File: config.mk
export PLATFORM = sky130hd
export DESIGN_NAME = pm_lock_reg
export DESIGN_NICKNAME = d
export VERILOG_FILES = /design/src/rtl/pm_lock_pkg.sv /design/src/rtl/pm_lock_ctrl.sv /design/src/rtl/pm_lock_dpath.sv /design/src/rtl/pm_lock_reg.sv
export SDC_FILE = /design/constraint.sdc
export NUM_CORES = 1
export LEC_CHECK = 0
export ABC_AREA = 0
export BUFFER_PORTS_ARGS = -buffer_cell sky130_fd_sc_hd__buf_2
export CAP_MARGIN = 20
export CORE_ASPECT_RATIO = 2
export CORE_MARGIN = 3
export CORE_UTILIZATION = 35
export CTS_BUF_LIST = sky130_fd_sc_hd__clkbuf_8
export CTS_CLUSTER_DIAMETER = 100
export DETAILED_ROUTE_END_ITERATION = 8
export PLACE_DENSITY_LB_ADDON = 0.15
export SYNTH_ARGS = -nofsm -noshare
export SYNTH_HDL_FRONTEND = slang
export SYNTH_SLANG_ARGS = --single-unit
File: constraint.sdc
create_clock -name clk -period 1.3 [get_ports clk]
set_input_delay 0.13 -clock clk [delete_from_list [all_inputs] [get_ports clk]]
set_output_delay 0.13 -clock clk [all_outputs]
set_load 0.1 [all_outputs]
File: src/rtl/pm_lock_pkg.sv
`timescale 1ns/1ps
package pm_lock_pkg;

  // lock bit positions: neighbours decode these, so the order is fixed
  localparam int NUM_LOCKS = 3;
  localparam int LOCK_CFG  = 0;
  localparam int LOCK_BASE = 1;
  localparam int LOCK_STR  = 2;

  // guarded field widths
  localparam int CFG_W     = 4;   // {pllTime[1:0], deepDis, modeEn}
  localparam int PLL_W     = 2;
  localparam int MINW_W    = 2;
  localparam int STREN_W   = 3;
  localparam int STR_W     = MINW_W + STREN_W;

  typedef enum logic [2:0] {
    SEL_NONE = 3'd0,
    SEL_LOCK = 3'd1,
    SEL_BASE = 3'd2,
    SEL_CFG  = 3'd3,
    SEL_TIM  = 3'd4,
    SEL_STR  = 3'd5
  } rdSel_t;

  typedef struct packed {
    rdSel_t rdSel;
    logic   lockWr;
    logic   baseWr;
    logic   cfgWr;
    logic   timWr;
    logic   strWr;
  } pmStrobes_t;

endpackage

File: src/rtl/pm_lock_ctrl.sv
`timescale 1ns/1ps
module pm_lock_ctrl
  import pm_lock_pkg::*;
#(
  parameter int              ADDR_W    = 8,
  parameter logic [ADDR_W-1:0] LOCK_ADDR = 8'hA6,
  parameter logic [ADDR_W-1:0] BASE_ADDR = 8'h40,
  parameter logic [ADDR_W-1:0] CFG_ADDR  = 8'h44,
  parameter logic [ADDR_W-1:0] TIM_ADDR  = 8'h48,
  parameter logic [ADDR_W-1:0] STR_ADDR  = 8'h4C
) (
  input  logic                 clk,
  input  logic                 rstN,
  input  logic [ADDR_W-1:0]    addr,
  input  logic                 wrEn,
  input  logic [NUM_LOCKS-1:0] lockBits,
  input  logic                 deepEvt,
  output pmStrobes_t           stb,
  output logic [NUM_LOCKS-1:0] lockQ,
  output logic                 statusQ,
  output logic [NUM_LOCKS-1:0] permit
);

  rdSel_t hitSel;

  // address decode
  always_comb begin
    hitSel = SEL_NONE;
    if      (addr == LOCK_ADDR) hitSel = SEL_LOCK;
    else if (addr == BASE_ADDR) hitSel = SEL_BASE;
    else if (addr == CFG_ADDR)  hitSel = SEL_CFG;
    else if (addr == TIM_ADDR)  hitSel = SEL_TIM;
    else if (addr == STR_ADDR)  hitSel = SEL_STR;
  end

  assign permit = ~lockQ;

  // strobe generation, guarded writes gated by the current lock state
  always_comb begin
    stb        = '0;
    stb.rdSel  = hitSel;
    stb.lockWr = wrEn && (hitSel == SEL_LOCK);
    stb.baseWr = wrEn && (hitSel == SEL_BASE) && permit[LOCK_BASE];
    stb.cfgWr  = wrEn && (hitSel == SEL_CFG)  && permit[LOCK_CFG];
    stb.timWr  = wrEn && (hitSel == SEL_TIM)  && permit[LOCK_CFG];
    stb.strWr  = wrEn && (hitSel == SEL_STR)  && permit[LOCK_STR];
  end

  // write-once lock bank
  for (genvar i = 0; i < NUM_LOCKS; i++) begin : g_lock
    logic bitQ;
    always_ff @(posedge clk or negedge rstN) begin
      if (!rstN)                           bitQ <= 1'b0;
      else if (stb.lockWr && lockBits[i])  bitQ <= 1'b1;
    end
    assign lockQ[i] = bitQ;

    assert_lock_sticky_R2: assert property (@(posedge clk) disable iff (!rstN)
      lockQ[i] |=> lockQ[i]);
    assert_lock_sets_R2: assert property (@(posedge clk) disable iff (!rstN)
      (wrEn && addr == LOCK_ADDR && lockBits[i]) |=> lockQ[i]);
  end

  // sticky deep-transition status, samples the pre-edge lock value
  always_ff @(posedge clk or negedge rstN) begin
    if (!rstN)                               statusQ <= 1'b0;
    else if (deepEvt && !lockQ[LOCK_CFG])    statusQ <= 1'b1;
  end

  assert_status_set_R7: assert property (@(posedge clk) disable iff (!rstN)
    (deepEvt && !lockQ[LOCK_CFG]) |=> statusQ);
  assert_status_quiet_R7: assert property (@(posedge clk) disable iff (!rstN)
    (!statusQ && (!deepEvt || lockQ[LOCK_CFG])) |=> !statusQ);
  assert_status_sticky_R8: assert property (@(posedge clk) disable iff (!rstN)
    statusQ |=> statusQ);
  assert_guard_onehot_R10: assert property (@(posedge clk) disable iff (!rstN)
    $onehot0({stb.lockWr, stb.baseWr, stb.cfgWr, stb.timWr, stb.strWr}));

endmodule

File: src/rtl/pm_lock_dpath.sv
`timescale 1ns/1ps
module pm_lock_dpath
  import pm_lock_pkg::*;
#(
  parameter int DATA_W     = 16,
  parameter int BASE_LSB   = 7,
  parameter int TIM_W      = 8,
  parameter int STATUS_BIT = 7
) (
  input  logic                 clk,
  input  logic                 rstN,
  input  pmStrobes_t           stb,
  input  logic [DATA_W-1:0]    wrData,
  input  logic [NUM_LOCKS-1:0] lockQ,
  input  logic                 statusQ,
  input  logic [NUM_LOCKS-1:0] permit,
  output logic [DATA_W-1:0]    rdData
);

  localparam int BASE_W = DATA_W - BASE_LSB;

  logic [BASE_W-1:0]  baseQ;
  logic               modeEnQ;
  logic               deepDisQ;
  logic [PLL_W-1:0]   pllTimeQ;
  logic [TIM_W-1:0]   timQ;
  logic [MINW_W-1:0]  minWidthQ;
  logic [STREN_W-1:0] strEnQ;

  // base-address field
  always_ff @(posedge clk or negedge rstN) begin
    if (!rstN)           baseQ <= '0;
    else if (stb.baseWr) baseQ <= wrData[DATA_W-1:BASE_LSB];
  end

  // power-state configuration fields
  always_ff @(posedge clk or negedge rstN) begin
    if (!rstN) begin
      modeEnQ  <= 1'b0;
      deepDisQ <= 1'b0;
      pllTimeQ <= '0;
    end else if (stb.cfgWr) begin
      modeEnQ  <= wrData[0];
      deepDisQ <= wrData[1];
      pllTimeQ <= wrData[CFG_W-1:2];
    end
  end

  // timing register
  always_ff @(posedge clk or negedge rstN) begin
    if (!rstN)          timQ <= '0;
    else if (stb.timWr) timQ <= wrData[TIM_W-1:0];
  end

  // stretching policy fields
  always_ff @(posedge clk or negedge rstN) begin
    if (!rstN) begin
      minWidthQ <= '0;
      strEnQ    <= '0;
    end else if (stb.strWr) begin
      minWidthQ <= wrData[MINW_W-1:0];
      strEnQ    <= wrData[STR_W-1:MINW_W];
    end
  end

  // read mux
  always_comb begin
    rdData = '0;
    case (stb.rdSel)
      SEL_LOCK: begin
        rdData[STATUS_BIT]     = statusQ;
        rdData[NUM_LOCKS-1:0]  = lockQ;
      end
      SEL_BASE: rdData[DATA_W-1:BASE_LSB] = baseQ;
      SEL_CFG:  rdData[CFG_W-1:0]         = {pllTimeQ, deepDisQ, modeEnQ};
      SEL_TIM:  rdData[TIM_W-1:0]         = timQ;
      SEL_STR:  rdData[STR_W-1:0]         = {strEnQ, minWidthQ};
      default:  rdData = '0;
    endcase
  end

  assert_cfg_frozen_R4: assert property (@(posedge clk) disable iff (!rstN)
    !permit[LOCK_CFG] |=> ($stable(modeEnQ) && $stable(deepDisQ) && $stable(pllTimeQ)));
  assert_tim_frozen_R4: assert property (@(posedge clk) disable iff (!rstN)
    !permit[LOCK_CFG] |=> $stable(timQ));
  assert_base_frozen_R5: assert property (@(posedge clk) disable iff (!rstN)
    !permit[LOCK_BASE] |=> $stable(baseQ));
  assert_str_frozen_R6: assert property (@(posedge clk) disable iff (!rstN)
    !permit[LOCK_STR] |=> ($stable(minWidthQ) && $stable(strEnQ)));

endmodule

File: src/rtl/pm_lock_reg.sv
`timescale 1ns/1ps
module pm_lock_reg
  import pm_lock_pkg::*;
#(
  parameter int                ADDR_W     = 8,
  parameter int                DATA_W     = 16,
  parameter int                BASE_LSB   = 7,
  parameter int                TIM_W      = 8,
  parameter int                STATUS_BIT = 7,
  parameter logic [ADDR_W-1:0] LOCK_ADDR  = 8'hA6,
  parameter logic [ADDR_W-1:0] BASE_ADDR  = 8'h40,
  parameter logic [ADDR_W-1:0] CFG_ADDR   = 8'h44,
  parameter logic [ADDR_W-1:0] TIM_ADDR   = 8'h48,
  parameter logic [ADDR_W-1:0] STR_ADDR   = 8'h4C
) (
  input  logic                 clk,
  input  logic                 rstN,
  input  logic [ADDR_W-1:0]    addr,
  input  logic                 wrEn,
  input  logic [DATA_W-1:0]    wrData,
  input  logic                 deepEvt,
  output logic [DATA_W-1:0]    rdData,
  output logic [NUM_LOCKS-1:0] permit
);

  pmStrobes_t           stb;
  logic [NUM_LOCKS-1:0] lockQ;
  logic                 statusQ;

  pm_lock_ctrl #(
    .ADDR_W   (ADDR_W),
    .LOCK_ADDR(LOCK_ADDR),
    .BASE_ADDR(BASE_ADDR),
    .CFG_ADDR (CFG_ADDR),
    .TIM_ADDR (TIM_ADDR),
    .STR_ADDR (STR_ADDR)
  ) u_ctrl (
    .clk     (clk),
    .rstN    (rstN),
    .addr    (addr),
    .wrEn    (wrEn),
    .lockBits(wrData[NUM_LOCKS-1:0]),
    .deepEvt (deepEvt),
    .stb     (stb),
    .lockQ   (lockQ),
    .statusQ (statusQ),
    .permit  (permit)
  );

  pm_lock_dpath #(
    .DATA_W    (DATA_W),
    .BASE_LSB  (BASE_LSB),
    .TIM_W     (TIM_W),
    .STATUS_BIT(STATUS_BIT)
  ) u_dpath (
    .clk    (clk),
    .rstN   (rstN),
    .stb    (stb),
    .wrData (wrData),
    .lockQ  (lockQ),
    .statusQ(statusQ),
    .permit (permit),
    .rdData (rdData)
  );

endmodule

-- After elaboration in Yosys (flattened, before gate mapping)
Index checks and enable logic that the tools add are counted.
- bitwise gates (word level): 1
- equality and inequality tests: 10
- reduce and logical (&&, ||, !) cells: 14
- muxes and demuxes: 11
- operators with widths (kind ; count):
    equality test 8 x 7 -> 1 bit (second input constant) ; 4
    2-to-1 mux 3 bit ; 5
    logical AND 1 bit ; 13
    one-hot mux 3 bit (4 select lines) ; 1
    equality test 8 bit (second input constant) ; 1
    2-to-1 mux 8 bit ; 1
    equality test 3 x 2 -> 1 bit (second input constant) ; 2
    equality test 3 bit (second input constant) ; 2
    one-hot mux 1 bit (3 select lines) ; 2
    equality test 3 x 1 -> 1 bit (second input constant) ; 1
    NOT 3 bit ; 1
    2-to-1 mux 2 bit ; 1
    one-hot mux 1 bit (2 select lines) ; 1
    zero test 1 bit ; 1
- output and inout port bits: 19
- register bits: 30
- input bits: 28

-- Depth between registers and ports, before layout
- word-level depth: 9
- mapped depth: 5
- depth with buffers taken out: 3

-- Cells and area by module
From an unflattened synthesis, not the netlist that was laid out.
- cell total of the unflattened synthesis: 117
- area, all modules: 1535.2 um^2
- modules (own cells, without submodules) (module ; sequential area each (um^2) ; instances ; area an instance (um^2) ; cells each):
    pm_lock_dpath ; 650.6 ; 1 ; 1219.9 ; 87
    pm_lock_ctrl ; 100.1 ; 1 ; 315.3 ; 30

-- Least setup slack after synthesis
OpenSTA, ideal clock, no wires.
- kind: in2out
- start point: in addr[4]
- end point: out rdData[0]
- stages: 3
- arrival time: 2178 ps
- path buffers: 0
- data required time: 1170 ps
- setup slack: -1008 ps
- path through: nor4_1 nand3_1 o22ai_1
- cells in the longest elaborated chain, start to end: 8
- elaborated cells on any way between the ends: 15
- those cells by class: eq/ne (9); mux (6)
- RTL lines (element ; line ; source):
    from (decl) ; pm_lock_reg.sv:18 ; input logic [ADDR_W-1:0] addr,
    equality test 8 x 7 -> 1 bit ; pm_lock_ctrl.sv:33 ; else if (addr == STR_ADDR) hitSel = SEL_STR;
    2-to-1 mux 3 bit ; pm_lock_ctrl.sv:33 ;
    2-to-1 mux 3 bit ; pm_lock_ctrl.sv:32 ; else if (addr == TIM_ADDR) hitSel = SEL_TIM;
    2-to-1 mux 3 bit ; pm_lock_ctrl.sv:31 ; else if (addr == CFG_ADDR) hitSel = SEL_CFG;
    2-to-1 mux 3 bit ; pm_lock_ctrl.sv:30 ; else if (addr == BASE_ADDR) hitSel = SEL_BASE;
    2-to-1 mux 3 bit (*) ; pm_lock_ctrl.sv:29 ; if (addr == LOCK_ADDR) hitSel = SEL_LOCK;
    equality test 3 bit, or another cell as far along ; pm_lock_dpath.sv:69 ; case (stb.rdSel)
    one-hot mux 3 bit (4 select lines) (*) ; pm_lock_dpath.sv:69 ;
    to (decl) ; pm_lock_reg.sv:22 ; output logic [DATA_W-1:0] rdData,
Mark *: on every way between the ends. The rest lies on a longest branch, timed or not.

-- Worst setup path in the final report
- start point: reg u_dpath.baseQ[0]
- end point: out rdData[7]
- cells in the longest elaborated chain, start to end: 1
- RTL lines (element ; line ; source):
    from (decl) ; pm_lock_dpath.sv:22 ; logic [BASE_W-1:0] baseQ;
    from (signal assigned) ; pm_lock_dpath.sv:33 ; else if (stb.baseWr) baseQ <= wrData[DATA_W-1:BASE_LSB];
    one-hot mux 1 bit (3 select lines) ; pm_lock_dpath.sv:69 ;
No other way between the ends.

==> impl_metrics.tcl <==
set metrics [dict create \
    status "finished with violations" \
    failed_checks "negative setup slack" \
    synthArstFlopShare 1.00 \
    io_buffers 46 \
    crit_type "reg2out" \
    grtUsageTotal 0.173 \
    cts_tree "built" \
    rsz0062_at_grt "true" \
    place_area_mm2 0.00230 \
    grt_pass1_wl_um 6510 \
    place_worst_setup_slack_ns -0.171 \
    final_util 0.644 \
    sw_frac_of_total 0.240 \
    wl_met1_um 1370 \
    worst_slew_pin_slew_ns 0.678 \
    cts.sinks 30 \
    slowest_stage "dfrtp_1" \
    grt_pass1_vias 1384 \
    reg2reg_from "u_ctrl.g_lock[1].bitQ" \
    dr_wl_met2_um 2220 \
    p_leak_nw 1.20 \
    setup_ws_ns -0.197 \
    synth-seq-area-share 0.507 \
    dp_hpwl_um 3120 \
    crit_fanout 2 \
    slew_headroom 0.548 \
    yosysWarnings 0 \
    wl_met3_um 209 \
    grt_max_degree 31 \
    clock_power_share 0.351 \
    clk_latency_ns 0.27 \
    cts_max_path_buffers 2 \
    cp.arrival_ns 1.37 \
    postSynthAreaPerCell_um2 12.9 \
    worst_ep_required_time_ns 1.17 \
    final_area_mm2 0.00255 \
    wl_per_cell_um 16.8 \
    fp.dieW_um 52.0 \
    p_int_mw 1.54 \
    dr.max_layer_used "met4" \
    syn2layout_area_growth_pct 72.2 \
    cp_num_buf_inv 1 \
    cts_made_buffers 5 \
    ys_ff_latch 30 \
    cp-startpoint "u_dpath.baseQ[0]" \
    initial_core_util 0.374 \
    skew_ns 0.00461 \
    path_delay_family "flip-flops" \
    net-switching-power_uw 485 \
    hold_slack_ns 0.0610 \
    synth_area_mm2 0.00148 \
    hold_class "in2reg" \
    power_density_mw_per_mm2 793 \
    crit_chain "mux2_4, a32o_4, buf_12" \
    critPathLaunchType "flip-flop" \
    hp-start "deepEvt" \
    min_period_ns 1.50 \
    die_h_um 98.0 \
    multi_input_area_um2 930 \
    die_area_mm2 0.00510 \
    diodes 0 \
    drtAntennaViolNets 0 \
    yosysMostFrequentCell "dfrtp_1" \
    synth_top_area_frac 0.507 \
    syn_nets 143 \
    nets 212 \
    syn_inst 115 \
    n_fill_cell 305 \
    synth_cell_types 29 \
    clk_pin_slew_ns 0.06 \
    max-cap-violations 0 \
    antenna_found_initial 0 \
    sequentialPowerShare 0.496 \
    place_inst 225 \
    firstDrtPassIters 2 \
    worst_setup_path_end_kind "output port" \
    maxSlewViolCount 0 \
    synth_top_area_cell "dfrtp_1" \
    p_comb_frac 0.153 \
    rows 32 \
    clockRootBuffer "clkbuf_8" \
    vias 1189 \
    drtIter0Drc 5 \
    slowest_delay_ns 0.37 \
    finalPower_mw 2.02 \
    overflow 0 \
    drc 0 \
    period_share 1.15 \
    setup_tns_ns -1.15 \
    final_cells 234 \
    drt_wl_total_um 3930 \
    ys_top_cells_by_area "dfrtp_1 (51%), mux2_2 (21%), and2_1 (3.4%)" \
    drive_gt1_frac 0.727 \
    synth_edf_count 0 \
    ys.flop_type "dfrtp_1" \
    routabilityCongestion 0.758 \
    seq_area_um2 751 \
    top_level_ports 47 \
    fmax_mhz 668 \
    vdd_drop_max_uv 751 \
    detail_route.vias_per_cell 5.08 \
    core_mm2 0.00396 \
    setup_violations 24 \
    synth_commonest_cells "dfrtp_1 (30), mux2_2 (28), and2_1 (8)" \
    hold_viol 0 \
    h-tree-depth 2 \
]
## sequential cells by signal, indices dropped and copies added (netlist names)
signal,flops
u_ctrl.g_lock.bitQ,3
u_ctrl.statusQ,1
u_dpath.baseQ,9
u_dpath.minWidthQ,2
u_dpath.timQ,8
u_dpath.modeEnQ,1
u_dpath.pllTimeQ,2
u_dpath.deepDisQ,1
u_dpath.strEnQ,3
## cells by family after synthesis
kind of cell / after synthesis / synth area share
and+or+nand+nor: 34 / 0.170
AOI/OAI and AO/OA: 12 / 0.0583
buffers and inverters: 7 / 0.0253
muxes: 32 / 0.240
DFF: 30 / 0.507
## cell type report
cell class                 count  share of cell area
tap                           51              0.0250
inverter                       3             0.00441
clock buffer                   6              0.0324
multi-input combinational     78               0.364
sequential                    30               0.294
timing repair buffer          66               0.280
## repair_timing
item,CTS,global route
setup endpoints to repair,37,42
buffers inserted,1,1
hold endpoints to repair,30,0
pin swaps,10,10
resized for setup,37,7
hold buffers,1,0
## placed cells by master, fill, tap and decap left out
cell,Yosys,final
a21o_1,4,4
a21oi_4,0,1
a22oi_2,0,3
a32o_4,0,1
and2_4,0,9
and2b_2,1,1
and3_1,3,1
and3_4,0,3
and3b_1,1,1
and4_4,0,1
and4b_2,2,2
buf_12,0,19
buf_2,3,24
buf_4,0,15
buf_6,1,4
buf_8,0,3
clkbuf_8,0,6
dfrtp_1,30,30
dlygate4sd3_1,0,1
inv_1,3,2
inv_2,0,1
mux2_2,28,13
mux2_4,0,15
mux2i_1,4,4
nand2_1,2,1
nand2_4,0,1
nand3_2,0,1
nand3_4,0,1
nand3b_1,2,2
nand4_4,0,1
nor2_1,3,2
nor2_4,0,1
nor2b_1,2,1
nor2b_4,0,1
nor3_1,1,1
nor4_4,0,1
nor4b_2,1,1
nor4b_4,1,1
o22ai_4,0,3
## final timing paths
path                               endpoint  slack, ns  depth (start not counted)
max in group asynchronous  u_dpath.baseQ[6]       0.43                          2
min in group asynchronous  u_dpath.baseQ[4]       0.43                          2
min                          u_ctrl.statusQ       0.06                          2
max                               rdData[7]      -0.20                          3
max reg2reg                u_dpath.baseQ[0]      -0.05                          4
min reg2reg                  u_ctrl.statusQ       0.48                          1
## power by group through the flow
stage               clock, mW  sequential, mW  combinational, mW
floorplan                   0            1.01              0.138
global placement            0            1.01              0.273
detailed placement          0            1.02              0.279
CTS                     0.741            1.00              0.306
global route            0.782            1.01              0.332
finish                  0.709            1.00              0.310
## routing by layer
metal | up-vias | track usage
met1 | 585 | 0.183
met2 | 41 | 0.307
met5 | - | 0
met4 | 0 | 0.0808
li1 | 552 | -
met3 | 11 | 0.0382
Note: power is estimated with default switching activity, not from simulation.
